--- config.mk ---
export PLATFORM = sky130hd
export DESIGN_NAME = stride_prefetcher
export DESIGN_NICKNAME = d
export VERILOG_FILES = /design/src/rtl/pf_pkg.sv /design/src/rtl/pf_stream_entry.sv /design/src/rtl/pf_rr_arb.sv /design/src/rtl/stride_prefetcher.sv
export SDC_FILE = /design/constraint.sdc
export NUM_CORES = 2
export LEC_CHECK = 0
export BUFFER_PORTS_ARGS = -buffer_cell sky130_fd_sc_hd__buf_2
export CAP_MARGIN = 0
export CELL_PAD_IN_SITES_DETAIL_PLACEMENT = 2
export CELL_PAD_IN_SITES_GLOBAL_PLACEMENT = 2
export CORE_UTILIZATION = 44
export DETAILED_ROUTE_END_ITERATION = 8
export PLACE_DENSITY = 0.95
export SYNTH_ARGS = -nofsm -noshare
export SYNTH_HDL_FRONTEND = slang
export SYNTH_HIERARCHICAL = 1
export SYNTH_SLANG_ARGS = --single-unit
--- constraint.sdc ---
create_clock -name clk -period 58.4 [get_ports clk]
set_input_delay 2.92 -clock clk [delete_from_list [all_inputs] [get_ports clk]]
set_output_delay 2.92 -clock clk [all_outputs]
set_load 0.02 [all_outputs]
--- src/rtl/pf_pkg.sv ---
package pf_pkg;
  typedef enum logic [1:0] {
    ST_NEW  = 2'd0,
    ST_ONE  = 2'd1,
    ST_CONF = 2'd2
  } trn_state_e;
endpackage

--- src/rtl/pf_stream_entry.sv ---
module pf_stream_entry
  import pf_pkg::*;
#(
  parameter int ADDR_W    = 32,
  parameter int REGION_W  = 8,
  parameter int LOOKAHEAD = 12
) (
  input  logic              clk,
  input  logic              rst_n,
  input  logic              seq_mode,
  input  logic              acc_valid,
  input  logic [ADDR_W-1:0] acc_addr,
  input  logic              alloc,
  input  logic              fire,
  output logic              hit,
  output logic              eligible,
  output logic [ADDR_W-1:0] pf_addr
);
  localparam int AHEAD_W = $clog2(LOOKAHEAD + 1);
  localparam int TAG_W   = ADDR_W - REGION_W;

  logic               vld_q, vld_d;
  logic [TAG_W-1:0]   tag_q, tag_d;
  logic [ADDR_W-1:0]  last_q, last_d;
  logic [ADDR_W-1:0]  stride_q, stride_d;
  logic [ADDR_W-1:0]  next_q, next_d;
  logic [AHEAD_W-1:0] ahead_q, ahead_d;
  trn_state_e         st_q, st_d;

  logic [ADDR_W-1:0]  diff;
  logic [AHEAD_W-1:0] limit;
  logic               upd_en;

  assign hit      = vld_q && (tag_q == acc_addr[ADDR_W-1:REGION_W]);
  assign limit    = seq_mode ? AHEAD_W'(1) : AHEAD_W'(LOOKAHEAD);
  assign eligible = vld_q && (st_q == ST_CONF) && (ahead_q < limit);
  assign pf_addr  = next_q;
  assign diff     = acc_addr - last_q;
  assign upd_en   = (acc_valid && (alloc || hit)) || fire;

  always_comb begin
    vld_d    = vld_q;
    tag_d    = tag_q;
    last_d   = last_q;
    stride_d = stride_q;
    next_d   = next_q;
    ahead_d  = ahead_q;
    st_d     = st_q;
    if (acc_valid && alloc) begin
      vld_d   = 1'b1;
      tag_d   = acc_addr[ADDR_W-1:REGION_W];
      last_d  = acc_addr;
      ahead_d = '0;
      if (seq_mode) begin
        st_d     = ST_CONF;
        stride_d = ADDR_W'(1);
        next_d   = acc_addr + ADDR_W'(1);
      end else begin
        st_d     = ST_NEW;
        stride_d = '0;
        next_d   = acc_addr;
      end
    end else if (acc_valid && hit) begin
      if (diff != '0) begin
        last_d = acc_addr;
        if (seq_mode) begin
          if (st_q == ST_CONF && stride_q == ADDR_W'(1) && diff == ADDR_W'(1)
              && ahead_q != '0) begin
            ahead_d = ahead_q - AHEAD_W'(1);
          end else begin
            st_d     = ST_CONF;
            stride_d = ADDR_W'(1);
            next_d   = acc_addr + ADDR_W'(1);
            ahead_d  = '0;
          end
        end else begin
          unique case (st_q)
            ST_NEW: begin
              stride_d = diff;
              st_d     = ST_ONE;
            end
            ST_ONE: begin
              if (diff == stride_q) begin
                st_d    = ST_CONF;
                next_d  = acc_addr + stride_q;
                ahead_d = '0;
              end else begin
                stride_d = diff;
              end
            end
            default: begin
              if (diff == stride_q) begin
                if (ahead_q == '0) next_d = acc_addr + stride_q;
                else               ahead_d = ahead_q - AHEAD_W'(1);
              end else begin
                st_d     = ST_ONE;
                stride_d = diff;
                ahead_d  = '0;
              end
            end
          endcase
        end
      end
    end else if (fire) begin
      next_d  = next_q + stride_q;
      ahead_d = ahead_q + AHEAD_W'(1);
    end
  end

  always_ff @(posedge clk or negedge rst_n) begin
    if (!rst_n) begin
      vld_q    <= 1'b0;
      tag_q    <= '0;
      last_q   <= '0;
      stride_q <= '0;
      next_q   <= '0;
      ahead_q  <= '0;
      st_q     <= ST_NEW;
    end else if (upd_en) begin
      vld_q    <= vld_d;
      tag_q    <= tag_d;
      last_q   <= last_d;
      stride_q <= stride_d;
      next_q   <= next_d;
      ahead_q  <= ahead_d;
      st_q     <= st_d;
    end
  end

  AST_AHEAD_BOUND: assert property (@(posedge clk) disable iff (!rst_n)
    ahead_q <= AHEAD_W'(LOOKAHEAD));
  AST_CONF_STRIDE_NONZERO: assert property (@(posedge clk) disable iff (!rst_n)
    (st_q == ST_CONF) |-> (stride_q != '0));
  AST_FIRE_ONLY_ELIGIBLE: assert property (@(posedge clk) disable iff (!rst_n)
    fire |-> (eligible && !acc_valid));
  AST_FIRE_ADVANCES: assert property (@(posedge clk) disable iff (!rst_n)
    fire |=> (next_q == $past(next_q) + stride_q));
endmodule

--- src/rtl/pf_rr_arb.sv ---
module pf_rr_arb #(
  parameter int NUM   = 8,
  parameter int IDX_W = 3
) (
  input  logic             clk,
  input  logic             rst_n,
  input  logic [NUM-1:0]   req,
  input  logic             advance,
  output logic             gnt_vld,
  output logic [IDX_W-1:0] gnt_idx,
  output logic [NUM-1:0]   gnt_oh
);
  logic [IDX_W-1:0] ptr_q, ptr_d;

  always_comb begin
    gnt_idx = '0;
    for (int k = NUM - 1; k >= 0; k--) begin
      int pos;
      pos = int'(ptr_q) + k;
      if (pos >= NUM) pos = pos - NUM;
      if (req[pos]) gnt_idx = IDX_W'(pos);
    end
    gnt_vld = |req;
    gnt_oh  = gnt_vld ? (NUM'(1) << gnt_idx) : '0;
    ptr_d   = ptr_q;
    if (advance && gnt_vld)
      ptr_d = (gnt_idx == IDX_W'(NUM - 1)) ? '0 : gnt_idx + IDX_W'(1);
  end

  always_ff @(posedge clk or negedge rst_n) begin
    if (!rst_n)       ptr_q <= '0;
    else if (advance) ptr_q <= ptr_d;
  end

  AST_GNT_ONEHOT: assert property (@(posedge clk) disable iff (!rst_n)
    $onehot0(gnt_oh));
  AST_GNT_REQUESTED: assert property (@(posedge clk) disable iff (!rst_n)
    gnt_vld |-> req[gnt_idx]);
endmodule

--- src/rtl/stride_prefetcher.sv ---
module stride_prefetcher #(
  parameter int ADDR_W      = 32,
  parameter int REGION_W    = 8,
  parameter int NUM_STREAMS = 8,
  parameter int LOOKAHEAD   = 12
) (
  input  logic              clk,
  input  logic              rst_n,
  input  logic              next_line,
  input  logic              acc_valid,
  input  logic [ADDR_W-1:0] acc_addr,
  input  logic              pf_ready,
  output logic              pf_valid,
  output logic [ADDR_W-1:0] pf_addr
);
  localparam int IDX_W = (NUM_STREAMS > 1) ? $clog2(NUM_STREAMS) : 1;

  logic                   rst_meta_q, rst_sync_q;
  logic [NUM_STREAMS-1:0] hit_vec, elig_vec, alloc_vec, fire_vec, req_vec, gnt_oh;
  logic [ADDR_W-1:0]      ent_addr [NUM_STREAMS];
  logic [IDX_W-1:0]       alloc_q, alloc_d, gnt_idx;
  logic                   any_hit, do_alloc, gnt_vld, pf_fire;

  always_ff @(posedge clk or negedge rst_n) begin
    if (!rst_n) begin
      rst_meta_q <= 1'b0;
      rst_sync_q <= 1'b0;
    end else begin
      rst_meta_q <= 1'b1;
      rst_sync_q <= rst_meta_q;
    end
  end

  assign any_hit   = |hit_vec;
  assign do_alloc  = acc_valid && !any_hit;
  assign alloc_vec = do_alloc ? (NUM_STREAMS'(1) << alloc_q) : '0;
  assign alloc_d   = (alloc_q == IDX_W'(NUM_STREAMS - 1)) ? '0 : alloc_q + IDX_W'(1);

  always_ff @(posedge clk or negedge rst_sync_q) begin
    if (!rst_sync_q)   alloc_q <= '0;
    else if (do_alloc) alloc_q <= alloc_d;
  end

  genvar g;
  generate
    for (g = 0; g < NUM_STREAMS; g++) begin : g_ent
      pf_stream_entry #(
        .ADDR_W   (ADDR_W),
        .REGION_W (REGION_W),
        .LOOKAHEAD(LOOKAHEAD)
      ) u_ent (
        .clk      (clk),
        .rst_n    (rst_sync_q),
        .seq_mode (next_line),
        .acc_valid(acc_valid),
        .acc_addr (acc_addr),
        .alloc    (alloc_vec[g]),
        .fire     (fire_vec[g]),
        .hit      (hit_vec[g]),
        .eligible (elig_vec[g]),
        .pf_addr  (ent_addr[g])
      );
    end
  endgenerate

  assign req_vec = acc_valid ? '0 : elig_vec;

  pf_rr_arb #(
    .NUM  (NUM_STREAMS),
    .IDX_W(IDX_W)
  ) u_arb (
    .clk    (clk),
    .rst_n  (rst_sync_q),
    .req    (req_vec),
    .advance(pf_fire),
    .gnt_vld(gnt_vld),
    .gnt_idx(gnt_idx),
    .gnt_oh (gnt_oh)
  );

  assign pf_valid = gnt_vld;
  assign pf_addr  = ent_addr[gnt_idx];
  assign pf_fire  = pf_valid && pf_ready;
  assign fire_vec = pf_fire ? gnt_oh : '0;

  AST_HIT_ONEHOT: assert property (@(posedge clk) disable iff (!rst_sync_q)
    $onehot0(hit_vec));
  AST_NO_PF_ON_ACCESS: assert property (@(posedge clk) disable iff (!rst_sync_q)
    acc_valid |-> !pf_valid);
  AST_STALL_HOLD: assert property (@(posedge clk) disable iff (!rst_sync_q)
    ($past(pf_valid && !pf_ready && !acc_valid) && !acc_valid && $stable(next_line))
      |-> (pf_valid && pf_addr == $past(pf_addr)));
  AST_RESET_IDLE: assert property (@(posedge clk)
    !rst_sync_q |-> !pf_valid);
endmodule

==> results of run 1 <==
-- per-layer routing --
layer / GRT overflow / global-route usage
met5: 1 / 0.186
met2: 30 / 0.855
met4: 29 / 0.682
met3: 3 / 0.456
met1: 0 / 0.647
-- kinds of logic after synthesis --
kind of cell / share of synthesized area
buffers and inverters: 0.0521
adder cells (fa/ha/maj): 0.0925
AND/OR/NAND/NOR: 0.211
AO/OA/AOI/OAI: 0.228
XOR/XNOR: 0.0988
multiplexers: 0.0916
other: 0.0000331
flip-flops: 0.226
-- synthesized netlist by cell type, types with 37 or more instances --
master     number  share of area
or4_1          50         0.0033
o21a_1        143         0.0095
or3_1          91         0.0050
nand2_1      1629          0.054
o22ai_1        71         0.0039
a22oi_1        45         0.0030
a211o_1        53         0.0041
o211ai_1      205          0.014
o21bai_1       97         0.0064
o21ai_0       774          0.034
inv_1         650          0.022
a21o_1        293          0.019
ha_1          800          0.088
nor3_1        308          0.014
o2111ai_1      46         0.0036
clkbuf_1      490          0.016
or2_2          60         0.0033
nor4_1        179         0.0099
dfrtp_1      1024           0.23
a211oi_1      178          0.012
nand4_1       252          0.014
o31ai_1        69         0.0046
xor2_1        460          0.036
a21boi_0       37         0.0024
a31oi_1       136         0.0075
mux2_2        382          0.038
and4_1         69         0.0053
mux2i_1       186          0.016
nand2b_1      132         0.0073
and2_1        124         0.0068
mux4_1         40         0.0093
a221oi_1       41         0.0032
mux2_1         55         0.0055
nand3_1       432          0.019
mux2_4        116          0.015
a21oi_1      1100          0.049
xnor2_1       705          0.054
nor2b_1       112         0.0062
o21ai_1        56         0.0025
and3_1        183          0.010
nor2_1       1000          0.033
nor4b_1        45         0.0035
buf_2         151         0.0067
-- through the flow --
stage                     hold slack, ns  cell area, um2   util  std cells
after floorplan                    0.331          113000      -      14100
after global placement             0.340          117000  0.455      17000
after detailed placement           0.358          117000  0.455      17000
after CTS                          0.364          122000  0.474      17200
==> metrics.txt, run 1 <==
Failed at=global routing (5_1_grt); Synth Instances=14100; CTS max path bufs=3; Stop Error=[ERROR GRT-0232] Routing congestion too high. Check the congestion heatmap in the GUI.; starting density of the core=0.442; DP HPWL=484 mm; pre-CTS WS=45.55 ns; clk sinks=1024; initial antenna violation count=161; Die Ht=510 um; CTS root buffer=clkbuf_16; CTS Buf Count=143; dominant synthesized flop cell=dfrtp_1; Syn Area/Cell=8.07 um2; post-synth cell types=158; asr flop ratio synth=1.00; total track usage=0.655; buffers added on ports=69; global placer's final weighted congestion=1.03; Post-Synthesis Cell Area=0.113 mm2; H-tree depth=4; hold_buf cts=0; largest net degree at the start of global routing=147; register area share after synthesis=0.226; #FFs+latches synth=1024; num ports=70; Die Width=510 um; FP Rows=186; total grt overflow=63; yosys warns=6; syn nets=14900; Post-synth EDFFs=0; postcts setup bufs=0; status=aborted with a tool error; count of cells resized by post-cts repair=0
==> run 2, diff against run 1 <==
--- a/config.mk
+++ b/config.mk
@@ -7,11 +7,9 @@
 export LEC_CHECK = 0
 export BUFFER_PORTS_ARGS = -buffer_cell sky130_fd_sc_hd__buf_2
 export CAP_MARGIN = 0
-export CELL_PAD_IN_SITES_DETAIL_PLACEMENT = 2
-export CELL_PAD_IN_SITES_GLOBAL_PLACEMENT = 2
-export CORE_UTILIZATION = 44
+export CORE_UTILIZATION = 40
 export DETAILED_ROUTE_END_ITERATION = 8
-export PLACE_DENSITY = 0.95
+export PLACE_DENSITY_LB_ADDON = 0.15
 export SYNTH_ARGS = -nofsm -noshare
 export SYNTH_HDL_FRONTEND = slang
 export SYNTH_HIERARCHICAL = 1
==> run 2 against run 1 <==
  * The run now ends clean
  * Synthesized area is the same
  * Synthesized cell count is the same
==> metrics.txt, run 2 <==
total grt overflow=0; crit path time final=12.89 ns; Hold Path Class=reg2reg; Post-DP Area=0.117 mm2 (+0.49%); Synth Instances=14100 (unchanged); Critical Path RT=55.48 ns; CTS Buf Count=148 (+3.5%); Final Instance Area=0.122 mm2; Post-synth EDFFs=0 (unchanged); startpoint type of the worst setup path=input pin; commonest non-fill, non-tap cell in the layout=nand2_1; largest net degree at the start of global routing=152; H-tree depth=4 (unchanged); status=finished clean; Worst R2R Path Depth=21; Data arrival, critical path=9.97 ns; Die Ht=535 um (+4.9%); Worst-Margin Slew=1.24 ns; core box area=0.282 mm2; final worst-path cycle share=0.221; initial DRC count=11900; FP Rows=195 (+4.8%); final worst setup slack=45.51 ns; clock transition at the registers of the reported paths=0.05 ns; PD cells=64.4 mW/mm2; full die area=0.286 mm2; most frequent cell after synthesis=nand2_1; clk sinks=1024 (unchanged); largest cells by area after synthesis=dfrtp_1 23%, ha_1 8.8%, xnor2_1 5.4%, nand2_1 5.4%, a21oi_1 4.9%; CTS root buffer=clkbuf_16; postcts setup bufs=0 (unchanged); Pre-antenna DRT Iters=6; Syn Area/Cell=8.07 um2 (unchanged); global-route wire length before repair=712 mm; DP HPWL=374 mm (-23%); RSZ-0062 raised after global routing=no; CP Max Fanout=79; yosys warns=6 (unchanged); internal reg-to-reg setup slack=50.43 ns; global placer's final weighted congestion=1.02 (-0.50%); Routed wire per std cell=27.9 um; Met2 Wirelength=211 mm; share of post-route cells with drive strength above 1=0.0989; starting density of the core=0.402 (-0.0401); r2r startpoint=g_ent[1].u_ent/ahead_q[2]$_DFFE_PN0P_; area delta synth->final=7.85%; post-synth cell types=158 (unchanged); syn nets=14900 (unchanged); Yosys top cell by area=dfrtp_1; Final #Nets=14600; asr flop ratio synth=1.00 (unchanged); terminus of the critical flop-to-flop path=g_ent[1].u_ent/pf_addr[26]$_DFFE_PN0P_; most frequent cells in the layout=1622 x nand2_1, 1096 x a21oi_1, 1023 x dfrtp_1; num ports=70 (unchanged); fin util=0.434; Final Hold Vio Count=0; top layer in use=met5; post-synth top area share=0.226 (unchanged); final setup violation count=0; CTS max path bufs=4 (+1); buffers added on ports=69 (unchanged); ANT nets after route=0; Die Width=535 um (+4.9%); Max Fclk=0.0776 GHz; DRC Markers=0; Skew-Pair Late Insertion Delay=0.89 ns; Worst Setup Path Type=in2out; dominant synthesized flop cell=dfrtp_1; CTS tree=done; Total Wirelength=492 mm; vias in the first global route=102000; pre-CTS WS=45.53 ns (-0.0155 ns); worst relative slew slack=0.162; Clock Skew=0.0751 ns; Min-Delay Path Depth=0; Post-Synthesis Cell Area=0.113 mm2 (unchanged); total number of vias=110000; routed vias/inst=6.26; Hold Path Sink=rst_sync_q$_DFF_PN0_; hold_buf cts=0 (unchanged); #FFs+latches synth=1024 (unchanged); Peak VDD IR=23.8 uV; Setup Total Neg Slack=0 ns; maxcap violations=0; worst hold start=rst_meta_q$_DFF_PN0_; Post-synth top cells=1629 x nand2_1, 1100 x a21oi_1, 1024 x dfrtp_1, 1000 x nor2_1, 800 x ha_1; count of cells resized by post-cts repair=0 (unchanged); register area share after synthesis=0.226 (unchanged); Static Leak=52.5 nW; total track usage=0.333; critical path capture point type=output pin; met1 wire length=212 mm; initial antenna violation count=63; met3 wire len=37.5 mm; Slew Limit Fails=0
[run 2: cell counts after synthesis]
Identical to the previous run, type by type.
[run 2: cell families after synthesis]
group | after synthesis | synth area share
and+or+nand+nor | 4872 | 0.211
AOI/OAI and AO/OA | 3905 | 0.228
buffers and inverters | 1401 | 0.0521
xor gates and xnor gates | 1210 | 0.0988
DFF | 1024 | 0.226
adders and majority gates | 824 | 0.0925
muxes | 815 | 0.0916
other | 1 | 0.0000331
[run 2: critical path: stages]
cell and delay (ns):
buf_8 0.38, buf_4 0.58, ha_1 0.33, a21o_1 0.15, a2111oi_1 1.09, nor2b_1 0.51
mux4_2 0.40, mux2i_1 0.15, and2_1 0.22, o21ai_1 0.13, o211ai_1 0.20, a311oi_4 0.52
clkinv_2 0.56, buf_4 0.51, mux4_1 0.56, mux2_2 0.35, buf_2 0.18
[run 2: power breakdown]
part	total (mW)	internal (mW)	switching [mW]
sequential	1.71	1.03	0.682
clock	0.972	0.581	0.391
combinational	5.19	2.16	3.03
total	7.87	3.77	4.10
[run 2: how the worst max path moves through the flow]
stage | startpoint | to | slack, ns | cells after the start
after floorplan | rst_sync_q$_DFF_PN0_ | alloc_q[0]$_DFFE_PN0P_ | 27.74 | 0
after global placement | next_line | pf_addr[27] | 45.64 | 17
after detailed placement | next_line | pf_addr[27] | 45.53 | 17
after CTS | next_line | pf_addr[27] | 45.54 | 17
after global routing | next_line | pf_addr[26] | 45.42 | 17
final | next_line | pf_addr[30] | 45.51 | 17
[run 2: final cells by class]
class,instances,area [um2]
fill,28900,160000
multi-input combinational,11600,82100
sequential,1024,25600
tap,3743,4680
clock buffer,208,4300
inverter,659,2480
timing repair buffer,287,2290
clock inverter,53,731
antenna,51,128
[run 2: routing by layer]
metal | GRT usage | vias to the layer above
met5 | 0 | -
met4 | 0.191 | 20
met3 | 0.0469 | 925
met2 | 0.504 | 4698
met1 | 0.454 | 53700
li1 | - | 51100
[run 2: through the flow]
stage | hold WS (ns) | power (mW) | cells
after floorplan | 0.331 | 5.24 | 14100
after global placement | 0.334 | 6.77 | 17300
after detailed placement | 0.344 | 6.75 | 17300
after CTS | 0.356 | 7.77 | 17600
after global routing | 0.367 | 8.40 | 17600
final | 0.352 | 7.87 | 17700
(Power assumes the default switching activity.)
